## config.mk

```make
export PLATFORM = sky130hd
export DESIGN_NAME = slot_cmd_exec
export DESIGN_NICKNAME = d
export VERILOG_FILES = /design/src/rtl/slot_cmd_pkg.sv /design/src/rtl/slot_cmd_decode.sv /design/src/rtl/slot_cell.sv /design/src/rtl/slot_cmd_exec.sv
export SDC_FILE = /design/constraint.sdc
export NUM_CORES = 1
export LEC_CHECK = 0
export ABC_AREA = 1
export BUFFER_PORTS_ARGS = -buffer_cell sky130_fd_sc_hd__buf_4
export CAP_MARGIN = 15
export CORE_MARGIN = 4
export CORE_UTILIZATION = 39
export DETAILED_ROUTE_END_ITERATION = 7
export PLACE_DENSITY = 0.6
export SLEW_MARGIN = 10
export SYNTH_ARGS = -nofsm -noshare
export SYNTH_HDL_FRONTEND = slang
export SYNTH_SLANG_ARGS = --single-unit
```

## constraint.sdc

```tcl
create_clock -name clk -period 5.8 [get_ports clk]
set_clock_uncertainty 0.2 [all_clocks]
set_input_delay 0.58 -clock clk [delete_from_list [all_inputs] [get_ports clk]]
set_output_delay 0.58 -clock clk [all_outputs]
set_load 0.05 [all_outputs]
```

## src/rtl/slot_cmd_pkg.sv

```systemverilog
package slot_cmd_pkg;
  localparam logic [1:0] FLD_KEEP  = 2'd0;
  localparam logic [1:0] ST_PWR    = 2'd1;
  localparam logic [1:0] ST_EN     = 2'd2;
  localparam logic [1:0] ST_DIS    = 2'd3;
  localparam logic [1:0] IND_ON    = 2'd1;
  localparam logic [1:0] IND_OFF   = 2'd3;
  localparam logic [1:0] PRES_EMPTY = 2'd3;
  localparam logic [1:0] PRES_LOW   = 2'd0;

  typedef enum logic [2:0] {OP_SLOT, OP_SPEED, OP_PWR_ALL, OP_EN_ALL, OP_BAD} op_e;

  function automatic op_e classify(input logic [7:0] code);
    if (code[7:6] == 2'b00)          return OP_SLOT;
    else if (code[7:3] == 5'b01000)  return OP_SPEED;
    else if (code == 8'h48)          return OP_PWR_ALL;
    else if (code == 8'h49)          return OP_EN_ALL;
    else                             return OP_BAD;
  endfunction

  function automatic logic is_off(input logic [1:0] st, input logic [1:0] pw);
    return (st == ST_DIS) && (pw == IND_OFF);
  endfunction

  function automatic logic [1:0] merge_fld(input logic [1:0] old_v, input logic [1:0] req);
    return (req == FLD_KEEP) ? old_v : req;
  endfunction
endpackage

```

## src/rtl/slot_cmd_decode.sv

```systemverilog
module slot_cmd_decode
  import slot_cmd_pkg::*;
#(
  parameter int NUM_SLOTS = 31
) (
  input  logic                 exec,
  input  logic [7:0]           code,
  input  logic [4:0]           tgt,
  input  logic [1:0]           tgt_state,
  input  logic                 any_enabled,
  output logic [NUM_SLOTS-1:0] sel,
  output logic                 all_go,
  output logic [1:0]           all_state,
  output logic                 bad_cmd,
  output logic                 bad_mode,
  output logic                 tgt_valid
);
  localparam logic [4:0] MAX_TGT = 5'(NUM_SLOTS);

  op_e  op;
  logic reject_pwr;
  logic single_ok;
  logic is_all;

  always_comb begin
    op         = classify(code);
    tgt_valid  = (tgt != 5'd0) && (tgt <= MAX_TGT);
    reject_pwr = (tgt_state == ST_EN) && (code[1:0] == ST_PWR);
    single_ok  = exec && (op == OP_SLOT) && tgt_valid && !reject_pwr;
    is_all     = (op == OP_PWR_ALL) || (op == OP_EN_ALL);
    all_go     = exec && is_all && !any_enabled;
    all_state  = (op == OP_PWR_ALL) ? ST_PWR : ST_EN;
    bad_mode   = exec && (op == OP_SPEED) && (code[2:0] != 3'd0);
    bad_cmd    = exec && (((op == OP_SLOT) && !(tgt_valid && !reject_pwr)) ||
                          (is_all && any_enabled) || (op == OP_BAD));
  end

  for (genvar i = 0; i < NUM_SLOTS; i++) begin : g_sel
    assign sel[i] = single_ok && (tgt == 5'(i + 1));
  end
endmodule

```

## src/rtl/slot_cell.sv

```systemverilog
module slot_cell
  import slot_cmd_pkg::*;
(
  input  logic       clk,
  input  logic       rst_n,
  input  logic       apply_single,
  input  logic [1:0] req_st,
  input  logic [1:0] req_pw,
  input  logic [1:0] req_at,
  input  logic       apply_all,
  input  logic [1:0] all_st,
  input  logic       insert,
  input  logic       evt_clr,
  output logic [1:0] st_q,
  output logic [1:0] pw_q,
  output logic [1:0] at_q,
  output logic       mrl_q,
  output logic [1:0] pres_q,
  output logic       evm_q,
  output logic       evp_q,
  output logic       off_event
);
  logic [1:0] st_n, pw_n, at_n;
  logic       evt_set;

  assign off_event = apply_single && !is_off(st_q, pw_q) &&
                     (req_st == ST_DIS) && (req_pw == IND_OFF);
  assign evt_set   = off_event || insert;

  always_comb begin
    st_n = st_q;
    pw_n = pw_q;
    at_n = at_q;
    if (apply_single) begin
      st_n = merge_fld(st_q, req_st);
      pw_n = merge_fld(pw_q, req_pw);
      at_n = merge_fld(at_q, req_at);
    end else if (apply_all) begin
      if (!mrl_q) begin
        st_n = all_st;
        pw_n = IND_ON;
      end else begin
        pw_n = IND_OFF;
      end
    end
  end

  always_ff @(posedge clk or negedge rst_n) begin
    if (!rst_n) begin
      st_q   <= ST_DIS;
      pw_q   <= IND_OFF;
      at_q   <= IND_OFF;
      mrl_q  <= 1'b1;
      pres_q <= PRES_EMPTY;
      evm_q  <= 1'b0;
      evp_q  <= 1'b0;
    end else begin
      st_q <= st_n;
      pw_q <= pw_n;
      at_q <= at_n;
      if (off_event) begin
        mrl_q  <= 1'b1;
        pres_q <= PRES_EMPTY;
      end else if (insert) begin
        mrl_q  <= 1'b0;
        pres_q <= PRES_LOW;
      end
      evm_q <= (evm_q & ~evt_clr) | evt_set;
      evp_q <= (evp_q & ~evt_clr) | evt_set;
    end
  end

  // a turn-off forces the latch open and the slot empty, and latches both events
  p_off_forces_r9: assert property (@(posedge clk) disable iff (!rst_n)
    off_event |=> (mrl_q && (pres_q == PRES_EMPTY) && evm_q && evp_q));

  // with no command applied, the three control fields keep their values
  p_idle_hold_r2: assert property (@(posedge clk) disable iff (!rst_n)
    !(apply_single || apply_all) |=> ($stable(st_q) && $stable(pw_q) && $stable(at_q)));

  // an insertion without a turn-off closes the latch
  p_insert_closes_r13: assert property (@(posedge clk) disable iff (!rst_n)
    (insert && !off_event) |=> (!mrl_q && (pres_q == PRES_LOW)));
endmodule

```

## src/rtl/slot_cmd_exec.sv

```systemverilog
module slot_cmd_exec
  import slot_cmd_pkg::*;
#(
  parameter int NUM_SLOTS = 31
) (
  input  logic                   clk,
  input  logic                   rst_n,
  input  logic                   cmd_wr,
  input  logic [1:0]             cmd_be,
  input  logic [7:0]             cmd_code,
  input  logic [7:0]             cmd_target,
  input  logic                   det_clr,
  input  logic [NUM_SLOTS-1:0]   card_insert,
  input  logic [NUM_SLOTS-1:0]   evt_clr,
  output logic [2*NUM_SLOTS-1:0] slot_state,
  output logic [2*NUM_SLOTS-1:0] pwr_ind,
  output logic [2*NUM_SLOTS-1:0] attn_ind,
  output logic [NUM_SLOTS-1:0]   latch_open,
  output logic [2*NUM_SLOTS-1:0] presence,
  output logic [NUM_SLOTS-1:0]   evt_latch,
  output logic [NUM_SLOTS-1:0]   evt_pres,
  output logic [3:0]             cmd_status,
  output logic                   cmd_detected
);
  logic [7:0]           code_q, eff_code;
  logic [4:0]           tgt_q, eff_tgt;
  logic                 exec;
  logic [1:0]           tgt_state;
  logic                 any_enabled;
  logic [NUM_SLOTS-1:0] sel, is_en, off_ev;
  logic                 all_go, bad_cmd, bad_mode, tgt_valid;
  logic [1:0]           all_state;

  assign exec     = cmd_wr && (cmd_be != 2'b00);
  assign eff_code = cmd_be[0] ? cmd_code : code_q;
  assign eff_tgt  = cmd_be[1] ? cmd_target[4:0] : tgt_q;

  always_comb begin
    tgt_state = FLD_KEEP;
    for (int i = 0; i < NUM_SLOTS; i++)
      if (eff_tgt == 5'(i + 1)) tgt_state = slot_state[2*i +: 2];
  end
  assign any_enabled = |is_en;

  slot_cmd_decode #(.NUM_SLOTS(NUM_SLOTS)) dec_i (
    .exec(exec), .code(eff_code), .tgt(eff_tgt), .tgt_state(tgt_state),
    .any_enabled(any_enabled), .sel(sel), .all_go(all_go), .all_state(all_state),
    .bad_cmd(bad_cmd), .bad_mode(bad_mode), .tgt_valid(tgt_valid)
  );

  for (genvar i = 0; i < NUM_SLOTS; i++) begin : g_slot
    slot_cell cell_i (
      .clk(clk), .rst_n(rst_n), .apply_single(sel[i]),
      .req_st(eff_code[1:0]), .req_pw(eff_code[3:2]), .req_at(eff_code[5:4]),
      .apply_all(all_go), .all_st(all_state),
      .insert(card_insert[i]), .evt_clr(evt_clr[i]),
      .st_q(slot_state[2*i +: 2]), .pw_q(pwr_ind[2*i +: 2]), .at_q(attn_ind[2*i +: 2]),
      .mrl_q(latch_open[i]), .pres_q(presence[2*i +: 2]),
      .evm_q(evt_latch[i]), .evp_q(evt_pres[i]), .off_event(off_ev[i])
    );
    assign is_en[i] = (slot_state[2*i +: 2] == ST_EN);
  end

  always_ff @(posedge clk or negedge rst_n) begin
    if (!rst_n) begin
      code_q       <= 8'h00;
      tgt_q        <= 5'd0;
      cmd_status   <= 4'h0;
      cmd_detected <= 1'b0;
    end else begin
      if (cmd_wr && cmd_be[0]) code_q <= cmd_code;
      if (cmd_wr && cmd_be[1]) tgt_q  <= cmd_target[4:0];
      if (exec) cmd_status <= {bad_mode, bad_cmd, 2'b00};
      cmd_detected <= exec | (cmd_detected & ~det_clr);
    end
  end

  // every executed command raises the detected flag
  p_cmd_detect_r10: assert property (@(posedge clk) disable iff (!rst_n)
    exec |=> cmd_detected);

  // the status word only changes when a command runs
  p_status_hold_r5: assert property (@(posedge clk) disable iff (!rst_n)
    !exec |=> $stable(cmd_status));

  // enabled to power-only is refused
  p_reject_pwr_r4: assert property (@(posedge clk) disable iff (!rst_n)
    (exec && (eff_code[7:6] == 2'b00) && tgt_valid && (tgt_state == ST_EN) &&
     (eff_code[1:0] == ST_PWR)) |=> (cmd_status[2] && $stable(slot_state)));

  // an all-slot command while a slot is enabled fails
  p_all_refused_r7: assert property (@(posedge clk) disable iff (!rst_n)
    (exec && ((eff_code == 8'h48) || (eff_code == 8'h49)) && any_enabled)
      |=> (cmd_status[2] && $stable(slot_state)));

  // a nonzero speed mode is reported as invalid mode
  p_speed_mode_r6: assert property (@(posedge clk) disable iff (!rst_n)
    (exec && (eff_code[7:3] == 5'b01000) && (eff_code[2:0] != 3'd0)) |=> cmd_status[3]);

  // at most one slot is selected by a single-slot command
  p_one_target_r3: assert property (@(posedge clk) disable iff (!rst_n)
    $onehot0(sel));
endmodule

```

# Word-level counts from Yosys, hierarchy flattened
# Index checks and enable logic that the tools add are counted.
# W data, S select, Z words.
[classes]
n_bitwise = 159
order_cmp = 1
reduce_logical = 403
n_eq_ne = 228
muxes = 350
[ops]
columns = ["cell", "n"]
rows = [
  ["$mux W2", 282],
  ["$eq A2 B2 Y1 const B", 96],
  ["$logic_and A1 B1 Y1", 171],
  ["$reduce_bool A2 Y1", 63],
  ["$ne A2 B2 Y1 const B", 62],
  ["$reduce_and A2 Y1", 62],
  ["$reduce_and A3 Y1", 31],
  ["$eq A5 B5 Y1 const B", 16],
  ["$and A1 B1 Y1", 63],
  ["$or A1 B1 Y1", 63],
  ["$mux W1", 62],
  ["$ne A2 B1 Y1 const B", 31],
  ["$eq A5 B4 Y1 const B", 9],
  ["$logic_not A1 Y1", 34],
  ["$logic_or A1 B1 Y1", 34],
  ["$not A1 Y1", 33],
  ["$reduce_or A31 Y1", 1],
  ["$eq A5 B3 Y1 const B", 4],
  ["$eq A8 B7 Y1 const B", 2],
  ["$mux W3", 4],
  ["$eq A5 B2 Y1 const B", 2],
  ["$logic_not A2 Y1", 4],
  ["$mux W8", 1],
  ["$eq A3 B2 Y1 const B", 2],
  ["9 further kinds", 9],
]
[totals]
regBits = 357

# Logic depth before layout (Yosys ltp)
# Gate-level depths: netlist (run 1).
[depth]
word_depth = 43
mapped_depth = 37

# Modules after synthesis
# A second synthesis (run 1) with hierarchy kept.
[hier_totals]
cells_unflattened = 2385
area_unflattened_um2 = 17625.7
[by_module_without_submodules]
columns = ["mod", "area_each_um2", "seq_area_each_um2", "n_inst", "cells_each"]
rows = [
  ["slot_cell", 491.7, 234.0, 31, 63],
  ["slot_cmd_exec", 1874.3, 400.4, 1, 331],
  ["slot_cmd_decode", 508.0, 0.0, 1, 101],
]

# Worst setup path after synthesis (run 1)
# Ideal clock, no wire load.
[synth_timing]
kind = "input to register"
from = "in cmd_be[1]"
to = "reg g_slot[21].cell_i.st_q[0]"
setup_slack_ns = 2.363
required_time_ns = 5.523
path_stages = 33
arrival_ns = 3.160
cell_sequence = "buf_6 nand2_2 nand2_4 nor2_2 inv_2 nor2_2 inv_2 nor2_4 inv_2 or2_0 nand2_1 nand3_1 nand2_1 nand2_1 nand2_1 nand4_1 nand2_1 nand2_1 nand2_1 nand3_1 nand3_1 nand2_1 nand2_1 nand3_2 nand2_2 buf_6 buf_8 nand3_2 buf_4 nand2_1 nand3_1 nand2_1 nand2_1"
[synth_via]
elab_chain_cells = 40
word_cells_on_any_way = 82
[synth_rtl]
columns = ["element", "line_no", "text"]
rows = [
  ["start, declared", "slot_cmd_exec.sv:9", "input logic [1:0] cmd_be,"],
  ["$mux W5", "slot_cmd_exec.sv:36", "assign eff_tgt = cmd_be[1] ? cmd_target[4:0] : tgt_q;"],
  ["$eq A5 B1 Y1", "slot_cmd_exec.sv:41", "if (eff_tgt == 5'(i + 1)) tgt_state = slot_state[2*i +: 2];"],
  ["$mux W2 (31 in series)", "slot_cmd_exec.sv:41", ""],
  ["$eq A2 B2 Y1", "slot_cmd_decode.sv:28", "reject_pwr = (tgt_state == ST_EN) && (code[1:0] == ST_PWR);"],
  ["$logic_and A1 B1 Y1", "slot_cmd_decode.sv:28", ""],
  ["$logic_not A1 Y1", "slot_cmd_decode.sv:29", "single_ok = exec && (op == OP_SLOT) && tgt_valid && !reject_pwr;"],
  ["$logic_and A1 B1 Y1", "slot_cmd_decode.sv:29", ""],
  ["$logic_and A1 B1 Y1", "slot_cmd_decode.sv:39", "assign sel[i] = single_ok && (tgt == 5'(i + 1));"],
  ["$ne A2 B1 Y1 (no line), or another cell as far along", "-", ""],
  ["$reduce_and A3 Y1 (no line)", "-", ""],
  ["end signal, assigned", "slot_cell.sv:58", "st_q <= st_n;"],
  ["end, declared", "slot_cell.sv:14", "output logic [1:0] st_q,"],
]
# Several ways; a longest one is shown, not always the timed one.
# A chain may end at the register's enable or synchronous reset.

# Worst setup path in the final report (run 1)
[layout_timing]
from = "reg tgt_q[4]"
to = "reg g_slot[0].cell_i.pw_q[1]"
[layout_via]
elab_chain_cells = 40
word_cells_on_any_way = 76
[layout_rtl]
columns = ["element", "line_no", "text"]
rows = [
  ["start, declared", "slot_cmd_exec.sv:26", "logic [4:0] tgt_q, eff_tgt;"],
  ["start signal, assigned", "slot_cmd_exec.sv:72", "if (cmd_wr && cmd_be[1]) tgt_q <= cmd_target[4:0];"],
  ["$mux W5 *", "slot_cmd_exec.sv:36", ""],
  ["$eq A5 B1 Y1", "slot_cmd_decode.sv:39, slot_cmd_exec.sv:41", ""],
  ["$mux W2 (31 in series)", "slot_cmd_exec.sv:41", ""],
  ["$eq A2 B2 Y1", "slot_cmd_decode.sv:28", ""],
  ["$logic_and A1 B1 Y1", "slot_cmd_decode.sv:28", ""],
  ["$logic_not A1 Y1", "slot_cmd_decode.sv:29", ""],
  ["$logic_and A1 B1 Y1", "slot_cmd_decode.sv:29", ""],
  ["$logic_and A1 B1 Y1 *", "slot_cmd_decode.sv:39", ""],
  ["$ne A2 B2 Y1 (no line) / $reduce_bool A2 Y1 (equally long branches)", "-", ""],
  ["$reduce_and A2 Y1 (no line)", "-", ""],
  ["end signal, assigned", "slot_cell.sv:59", "pw_q <= pw_n;"],
  ["end, declared", "slot_cell.sv:15", "output logic [1:0] pw_q,"],
]
# Every way passes the cells marked *; elsewhere a longest branch is shown, timed or not.

==> flow_metrics.tcl, run 1 <==
set metrics [dict create \
    status "complete, no violations" \
    antennaDiodeCount 0 \
    core_area_um2 42300 \
    area.growth.synth_to_final_pct 22.7 \
    ys_async_sr_fraction_pct 100 \
    p_int_mw 4.20 \
    cp_common_cell "nand2_1" \
    numCtsBuffers 36 \
    dp.final_hpwl_um 43100 \
    finalSetupViolations 0 \
    synth_top_area_share_pct 33.8 \
    grt_pass1_vias 15300 \
    fmax_ghz 0.209 \
    m1WireLength_um 25000 \
    cts_tree "yes" \
    n_fill_cell 4149 \
    fin_crit_ns 4.79 \
    die_x_um 216 \
    yosys.area.top_type "dfstp_2" \
    dp_slack_ns 0.778 \
    initial_core_util_pct 39.8 \
    dr_total_vias 15500 \
    ir_worst_vdd_mv 0.171 \
    ctsResizeCount 0 \
    boundaryPins 430 \
    power.clock.fraction_pct 33.4 \
    worstPathMaxFanout 38 \
    switching_share_pct 36.6 \
    fin_crit_sh_pct 82.6 \
    ant_nets 0 \
    placementRows 75 \
    maxSlewHeadroom_pct 32.9 \
    yosys-top-cells-area "dfstp_2, nand2_1, dfrtp_1" \
    ys.flop_type "dfstp_2" \
    grt_use_total_pct 24.4 \
    yosysSeqAreaShare_pct 45.4 \
    cp.required_ns 6.06 \
    cts_setup_buffers 0 \
    routed.top_layer "met4" \
    clk_latency_ns 0.54 \
    ys_types 46 \
    dr_wl_met2_um 27000 \
    syn_inst 2187 \
    first_pass_iters 5 \
    final_common_cell "nand2_1" \
    syn-cell-area_um2 16900 \
    crit_type "reg -> reg" \
    wirelength_um 58500 \
    startpoint_type "flip-flop" \
    post_drt_wl_per_cell_um 19.2 \
    setup_slack_ns 1.01 \
    drcViolationCount 0 \
    rsz0062_at_grt "no" \
    postSynthAreaPerCell_um2 7.71 \
    cp_slowest_cell "o21ai_4" \
    die-height_um 216 \
    cp_slowest_stage_delay_ns 0.52 \
    drive_above_1_share_pct 33.6 \
    crit_arrival_ns 5.05 \
    clock_sinks 295 \
    crit_family "simple AND/OR/NAND/NOR gates" \
    wl_met3_um 4450 \
    grt.overflow.total 0 \
    clockBufferDepth 3 \
    routed_via_density 5.08 \
    slew_viol_final 0 \
    layout.nets 2535 \
    hold_class "in -> reg" \
    die_area_um2 46600 \
    worst_pin_slew_ns 1.01 \
    cap_violations 0 \
    cts_root_buf "clkbuf_16" \
    grt_first_pass_wirelength_um 89500 \
    p_leak_nw 10.7 \
    path_buf_inv 2 \
    power.share.combinational_pct 27.0 \
    tns_ns 0 \
    fin_util_pct 48.9 \
    globalplace.congestion 0.902 \
    ys_seq_elements 295 \
    p_per_area_nw_per_um2 320 \
    io_buffers 424 \
    htree_num_levels 2 \
    synth-edff-count 0 \
    pwr-share-seq_pct 39.5 \
    cts.clk_slew.worst_paths_ns 0.06 \
    grt_max_degree 131 \
    layout_common_cells "nand2_1, buf_4, inv_1" \
    antenna_found_initial 0 \
    hold_violations 0 \
    postCtsHoldBufs 12 \
    crit_path_end_kind "flip-flop" \
    switchingPower_mw 2.42 \
    drt-initial-drc-count 1096 \
    ys.warnings.count 0 \
]
[per-stage QoR]
| step | hold slack [ns] | cell area [um2] | cells | total power [mW] |
|---|---|---|---|---|
| detailed placement | 0.255 | 19400 | 2978 | 4.44 |
| global route | 0.0418 | 20700 | 3054 | 6.90 |
| finish | 0.0435 | 20700 | 3054 | 6.63 |
| CTS | 0.0126 | 20700 | 3054 | 6.70 |
| global placement | 0.254 | 19400 | 2978 | 4.42 |
| floorplan | 0.0844 | 16900 | 2188 | 3.80 |
[cell type report]
type                    instances  area [um2]  area share, %
clock buffers                  59        1090           5.26
clock inverters                 5        55.1          0.266
inverters                     269        1010           4.89
multi-input cells            1383        6600           31.9
flip-flops and latches        295        7650           37.0
well taps                     577         722           3.49
repair buffers                466        3550           17.2
[Yosys cell counts (3+ instances only)]
cell type  number
clkbuf_1       46
inv_2          22
dfrtp_1        78
nor3_1          5
buf_4         161
nand4_1        95
clkinv_1        3
nand3_1       107
nor2_1         53
buf_2          15
nand3_2        10
buf_6           9
dfstp_2       217
nand4_2        16
buf_1           5
o211ai_1       11
nor2_4          6
o22ai_1         6
nand3_4         3
o21ai_1        91
a21oi_1        15
o21ai_0       173
o21ai_2         9
nor2_8          6
nand2_2        12
nor2_2          9
inv_1         243
nor4_1          5
nand2_1       732
nand2_4         3
[worst register-to-register path: cells and delay by family (launching register included)]
family | cells | cell delay (ns)
flip-flops | 1 | 0.41
AO/OA/AOI/OAI | 3 | 1.01
AND/OR/NAND/NOR | 21 | 2.58
buffers and inverters | 2 | 0.53
[power groups by stage]
stage	logic, mW	registers [mW]	clock network [mW]
after detailed placement	1.80	2.65	0
after floorplan	0.585	3.21	0
after global routing	1.90	2.65	2.35
after global placement	1.78	2.64	0
after CTS	1.81	2.62	2.27
final	1.79	2.62	2.22
[per-layer routing]
metal	GRT usage, %	up-vias
li1	-	7405
met1	32.2	7394
met2	40.0	579
met3	4.78	125
met4	8.98	0
met5	0	-
[path summary, 6_finish.rpt]
| path | from | to | slack, ns | depth (start not counted) |
|---|---|---|---|---|
| setup / recovery | tgt_q[4] | g_slot[0].cell_i.pw_q[1] | 1.01 | 26 |
| hold / removal | card_insert[22] | g_slot[22].cell_i.pres_q[0] | 0.04 | 4 |
| setup reg to reg | tgt_q[4] | g_slot[0].cell_i.pw_q[1] | 1.01 | 26 |
| hold reg to reg | g_slot[6].cell_i.at_q[0] | g_slot[6].cell_i.at_q[0] | 0.26 | 2 |
| max in group asynchronous | rst_n | g_slot[24].cell_i.evp_q | 3.60 | 3 |
| min in group asynchronous | rst_n | g_slot[15].cell_i.evm_q | 0.46 | 2 |
[logic make-up (layout without fill, tap and decap cells)]
kind of cell	count (synthesis)	count (layout)	synth area share (%)
and+or+nand+nor	1068	1068	28.9
buffers and inverters	510	799	15.7
other	1	2	0.0223
AOI/OAI and AO/OA	313	313	9.90
DFF	295	295	45.4
[flip-flops by register name, indices dropped and copies added (netlist names)]
name / flops
g_slot.cell_i.st_q: 62
g_slot.cell_i.pres_q: 31
g_slot.cell_i.pw_q: 62
g_slot.cell_i.evp_q: 31
tgt_q: 5
cmd_detected: 1
cmd_status: 2
g_slot.cell_i.evm_q: 31
g_slot.cell_i.at_q: 62
code_q: 8
(Power assumes the default switching activity.)
==> run 2: changes to the inputs <==
==> constraint.sdc (replaced) <==
create_clock -name clk -period 4.8 [get_ports clk]
set_clock_uncertainty 0.2 [all_clocks]
set_input_delay 0.48 -clock clk [delete_from_list [all_inputs] [get_ports clk]]
set_output_delay 0.48 -clock clk [all_outputs]
set_load 0.05 [all_outputs]
==> run 2 against run 1 <==
Net effect: fmax grew 10%; critical path type unchanged; core utilization increased by 1.8 points; wire length increased by 1.5%; combinational power is 25% higher.
==> flow_metrics.tcl, run 2 (synthesized netlist as in run 1, its figures left out) <==
set metrics [dict create \
    post_drt_wl_per_cell_um 19.0 \
    routed_via_density 5.02 \
    p_leak_nw 11.0 \
    fmax_ghz 0.231 \
    dp_cells 2993 \
    fin_crit_sh_pct 90.3 \
    initial_core_util_pct 39.8 \
    setup_slack_ns 0.466 \
    dp.final_hpwl_um 43500 \
    finalSetupViolations 0 \
    core_area_um2 42300 \
    cap_violations 0 \
    hold_violations 0 \
    die_x_um 216 \
    p_per_area_nw_per_um2 376 \
    grt_first_pass_wirelength_um 90800 \
    area.growth.synth_to_final_pct 27.3 \
    layout_common_cells "nand2_1, buf_4, inv_1" \
    crit_arrival_ns 4.60 \
    first_pass_iters 6 \
    final_common_cell "nand2_1" \
    power.clock.fraction_pct 33.1 \
    dp_slack_ns 0.298 \
    power.share.combinational_pct 27.6 \
    layout.nets 2611 \
    whs_path_depth 3 \
    cp_slowest_cell "dlygate4sd3_1" \
    largestRegisters "g_slot.cell_i.at_q x62, g_slot.cell_i.pw_q x62, g_slot.cell_i.st_q x62" \
    worstRegToRegCells 27 \
    cp_common_cell "nand2_1" \
    crit_path_end_kind "flip-flop" \
    status "complete, no violations" \
    maxSlewHeadroom_pct 33.4 \
    slew_viol_final 0 \
    htree_num_levels 2 \
    fin_util_pct 50.7 \
    antenna_found_initial 2 \
    grt_use_total_pct 24.7 \
    die_area_um2 46600 \
    drcViolationCount 0 \
    clockBufferDepth 3 \
    cp.required_ns 5.07 \
    switching_share_pct 36.5 \
    grt.overflow.total 0 \
    ir_worst_vdd_mv 0.218 \
    p_int_mw 5.12 \
    cts.clk_slew.worst_paths_ns 0.06 \
    placementRows 75 \
    wirelength_um 59400 \
    tns_ns 0 \
    clk_latency_ns 0.55 \
    grt_max_degree 94 \
    fin_crit_ns 4.33 \
    cp_slowest_stage_delay_ns 0.57 \
    worstPathMaxFanout 13 \
    dr_total_vias 15700 \
    grt_pass1_vias 15500 \
    pwr-share-seq_pct 39.3 \
    clock_sinks 295 \
    drive_above_1_share_pct 33.3 \
    worst_pin_slew_ns 0.998 \
    globalplace.congestion 0.889 \
    die-height_um 216 \
    drt-initial-drc-count 1158 \
    cts_tree "yes" \
    startpoint_type "flip-flop" \
    hold_class "in -> reg" \
    fin_cells 3132 \
    boundaryPins 430 \
    numCtsBuffers 36 \
    crit_type "reg -> reg" \
    ant_nets 0 \
    fin_hold_ws_ns 0.0291 \
    switchingPower_mw 2.95 \
    io_buffers 424 \
    rsz0062_at_grt "no" \
    cts_root_buf "clkbuf_16" \
]
-- run 2: area by class of cell --
| type | instances | area (um2) |
|---|---|---|
| repair buffers | 542 | 4300 |
| fillers | 4084 | 20900 |
| diodes | 2 | 5.00 |
| inverters | 269 | 1010 |
| well taps | 577 | 722 |
| flip-flops and latches | 295 | 7650 |
| multi-input cells | 1383 | 6620 |
| clock inverters | 6 | 57.6 |
| clock buffers | 58 | 1080 |
-- run 2: power groups by stage --
| stage | clock network [mW] | registers, mW | logic [mW] |
|---|---|---|---|
| 5_1_grt | 2.84 | 3.20 | 2.35 |
| 3_3_place_gp | 0 | 3.19 | 2.17 |
| 6_report | 2.67 | 3.17 | 2.23 |
| 2_1_floorplan | 0 | 3.88 | 0.707 |
| 4_1_cts | 2.75 | 3.17 | 2.23 |
| 3_5_place_dp | 0 | 3.20 | 2.18 |
-- run 2: worst paths after layout --
| path | startpoint | endpoint | slack, ns |
|---|---|---|---|
| max | tgt_q[4] | g_slot[29].cell_i.evm_q | 0.47 |
| min | cmd_target[0] | tgt_q[0] | 0.03 |
| max reg2reg | tgt_q[4] | g_slot[29].cell_i.evm_q | 0.47 |
| min reg2reg | g_slot[28].cell_i.pw_q[0] | g_slot[28].cell_i.pw_q[0] | 0.27 |
| max in group asynchronous | rst_n | g_slot[27].cell_i.at_q[1] | 2.93 |
| min in group asynchronous | rst_n | g_slot[15].cell_i.evm_q | 0.32 |
-- run 2: timing repair --
action	CTS	global route
hold buffers	70	0
setup buffers	0	3
gates resized for setup	0	2
setup endpoints to repair	0	1
hold endpoints to repair	125	0
-- run 2: stage by stage --
stage | instance area (um2) | total power [mW]
6_report | 21500 | 8.06
3_3_place_gp | 19600 | 5.36
4_1_cts | 21400 | 8.15
2_1_floorplan | 16900 | 4.59
3_5_place_dp | 19600 | 5.38
5_1_grt | 21500 | 8.39
-- run 2: worst max-delay path: cells and delay by family (launching register included) --
family / cells / cell delay (ns)
buffers and inverters: 4 / 1.08
DFF: 1 / 0.41
AOI/OAI and AO/OA: 2 / 0.52
and+or+nand+nor: 21 / 2.06
-- run 2: metal layers --
layer  up-vias  share of wire [%]  track usage [%]
met4         0                2.1             7.15
met5         -                  0                0
li1       7533                  -                -
met1      7560                 44             32.8
met3        84                7.2             4.63
met2       554                 47             41.2
==> run 3: changes to the inputs <==
--- a/config.mk
+++ b/config.mk
@@ -8,7 +8,7 @@
 export ABC_AREA = 1
 export BUFFER_PORTS_ARGS = -buffer_cell sky130_fd_sc_hd__buf_4
 export CAP_MARGIN = 15
-export CORE_MARGIN = 4
+export CORE_MARGIN = 10
 export CORE_UTILIZATION = 39
 export DETAILED_ROUTE_END_ITERATION = 7
 export PLACE_DENSITY = 0.6
==> constraint.sdc (replaced) <==
create_clock -name clk -period 4.4 [get_ports clk]
set_clock_uncertainty 0.2 [all_clocks]
set_input_delay 0.44 -clock clk [delete_from_list [all_inputs] [get_ports clk]]
set_output_delay 0.44 -clock clk [all_outputs]
set_load 0.05 [all_outputs]
==> run 3 against run 2 <==
Net effect: register-to-register slack lost 0.07 ns; highest routed layer is now met5; global-route usage shrank 1.4 points; sequential power increased by 8.8%; non-clock buffer count grew 14; flip-flop and latch count is the same; sequential share of layout area is 0.55 points lower.
==> flow_metrics.tcl, run 3 (synthesized netlist as in run 1, its figures left out) <==
set metrics [dict create \
    worstPathMaxFanout 22 \
    clock_sinks 295 \
    dp_cells 3008 \
    rsz0062_at_grt "yes" \
    clockBufferDepth 3 \
    p_per_area_nw_per_um2 414 \
    core_area_um2 42900 \
    antenna_found_initial 1 \
    antennaDiodeCount 0 \
    io_buffers 424 \
    worst_pin_slew_ns 1.13 \
    dp.final_hpwl_um 45400 \
    drcViolationCount 0 \
    ant_nets 0 \
    startpoint_type "input pin" \
    placementRows 76 \
    final_common_cell "nand2_1" \
    grt_max_degree 151 \
    p_leak_nw 11.2 \
    ir_worst_vdd_mv 0.253 \
    largestRegisters "g_slot.cell_i.at_q x62, g_slot.cell_i.pw_q x62, g_slot.cell_i.st_q x62" \
    die_area_um2 51900 \
    cap_violations 0 \
    dp_slack_ns 0.0834 \
    total_power_mw 9.02 \
    setup.reg_to_reg.worst_slack_ns 0.40 \
    status "complete, no violations" \
    crit_path_end_kind "flip-flop" \
    cts.clk_slew.worst_paths_ns 0.06 \
    cp_common_cell "nand2_1" \
    pwr-share-seq_pct 38.3 \
    cp.required_ns 4.66 \
    finalSetupViolations 0 \
    grt_use_total_pct 23.2 \
    routed_via_density 5.01 \
    htree_num_levels 2 \
    die-height_um 228 \
    ff_latch_area_um2 7650 \
    first_pass_iters 6 \
    globalplace.congestion 0.874 \
    drt-initial-drc-count 987 \
    layout.nets 2626 \
    maxSlewHeadroom_pct 24.5 \
    wirelength_um 61800 \
    clk_latency_ns 0.55 \
    fmax_ghz 0.245 \
    area.growth.synth_to_final_pct 29.3 \
    switching_share_pct 36.5 \
    dpl_cell_area_um2 19600 \
    die_x_um 228 \
    switchingPower_mw 3.30 \
    layout_common_cells "nand2_1, buf_4, inv_1" \
    post_drt_wl_per_cell_um 19.6 \
    hold_class "in -> reg" \
    setup_slack_ns 0.323 \
    cp_slowest_cell "dlygate4sd3_1" \
    p_int_mw 5.72 \
    n_fill_cell 4117 \
    boundaryPins 430 \
    crit_arrival_ns 4.34 \
    slew_viol_final 0 \
    hold_violations 0 \
    fin_hold_ws_ns 0.0408 \
    numCtsBuffers 37 \
    cts_root_buf "clkbuf_16" \
    power.clock.fraction_pct 34.5 \
    drive_above_1_share_pct 34.4 \
    cp_slowest_stage_delay_ns 0.57 \
    power.share.combinational_pct 27.2 \
    fin_cells 3156 \
    fin_crit_ns 4.08 \
    initial_core_util_pct 39.3 \
    multiInputGateArea_um2 6700 \
    grt_first_pass_wirelength_um 95400 \
    dr_total_vias 15800 \
    crit_type "in -> reg" \
    cts_tree "yes" \
    grt_pass1_vias 16100 \
    grt.overflow.total 0 \
    fin_area_um2 21800 \
    fin_crit_sh_pct 92.6 \
]
## run 3: power groups by stage
stage / Sequential, mW / Combinational (mW) / Clock [mW]
after detailed placement: 3.48 / 2.41 / 0
after CTS: 3.45 / 2.47 / 3.20
final: 3.45 / 2.45 / 3.11
after global routing: 3.49 / 2.61 / 3.32
after global placement: 3.48 / 2.39 / 0
after floorplan: 4.24 / 0.771 / 0
## run 3: cell type report
type | count | area share (%)
Sequential cell | 295 | 35.1
Clock inverter | 16 | 0.655
Multi-Input combinational cell | 1383 | 30.7
Clock buffer | 52 | 5.07
Timing Repair Buffer | 556 | 20.4
Tap cell | 585 | 3.36
Inverter | 269 | 4.66
## run 3: stage by stage
step	setup TNS, ns	util [%]
final	0	50.8
after global routing	-0.129	50.8
after CTS	0	50.5
after detailed placement	0	45.8
after global placement	0	45.8
after floorplan	0	-
## run 3: repair_timing
action                                 CTS  global route
endpoints found under the hold margin  138             0
setup endpoints to repair                0            89
setup buffers                            0             4
gates resized for setup                  0            21
hold buffers                            76             0
## run 3: worst paths after layout
check / startpoint / end / cells past startpoint
min in group asynchronous: rst_n / g_slot[28].cell_i.evp_q / 2
min reg2reg: g_slot[1].cell_i.at_q[1] / g_slot[1].cell_i.at_q[1] / 2
min: cmd_target[3] / tgt_q[3] / 3
max: cmd_target[4] / g_slot[3].cell_i.at_q[1] / 30
max reg2reg: tgt_q[4] / g_slot[3].cell_i.at_q[1] / 26
max in group asynchronous: rst_n / g_slot[6].cell_i.evm_q / 3
## run 3: worst max-delay path: cells and delay by family
kind	cells	cell delay, ns
AO/OA/AOI/OAI	4	0.62
buffers and inverters	8	1.68
AND/OR/NAND/NOR	18	1.58
## run 3: layer usage
metal | up-vias | global-route usage (%) | wire (um)
met3 | 105 | 5.85 | 4770
li1 | 7572 | - | -
met5 | - | 0.473 | 44
met1 | 7603 | 29.0 | 26000
met4 | 4 | 7.52 | 1590
met2 | 540 | 38.5 | 29400
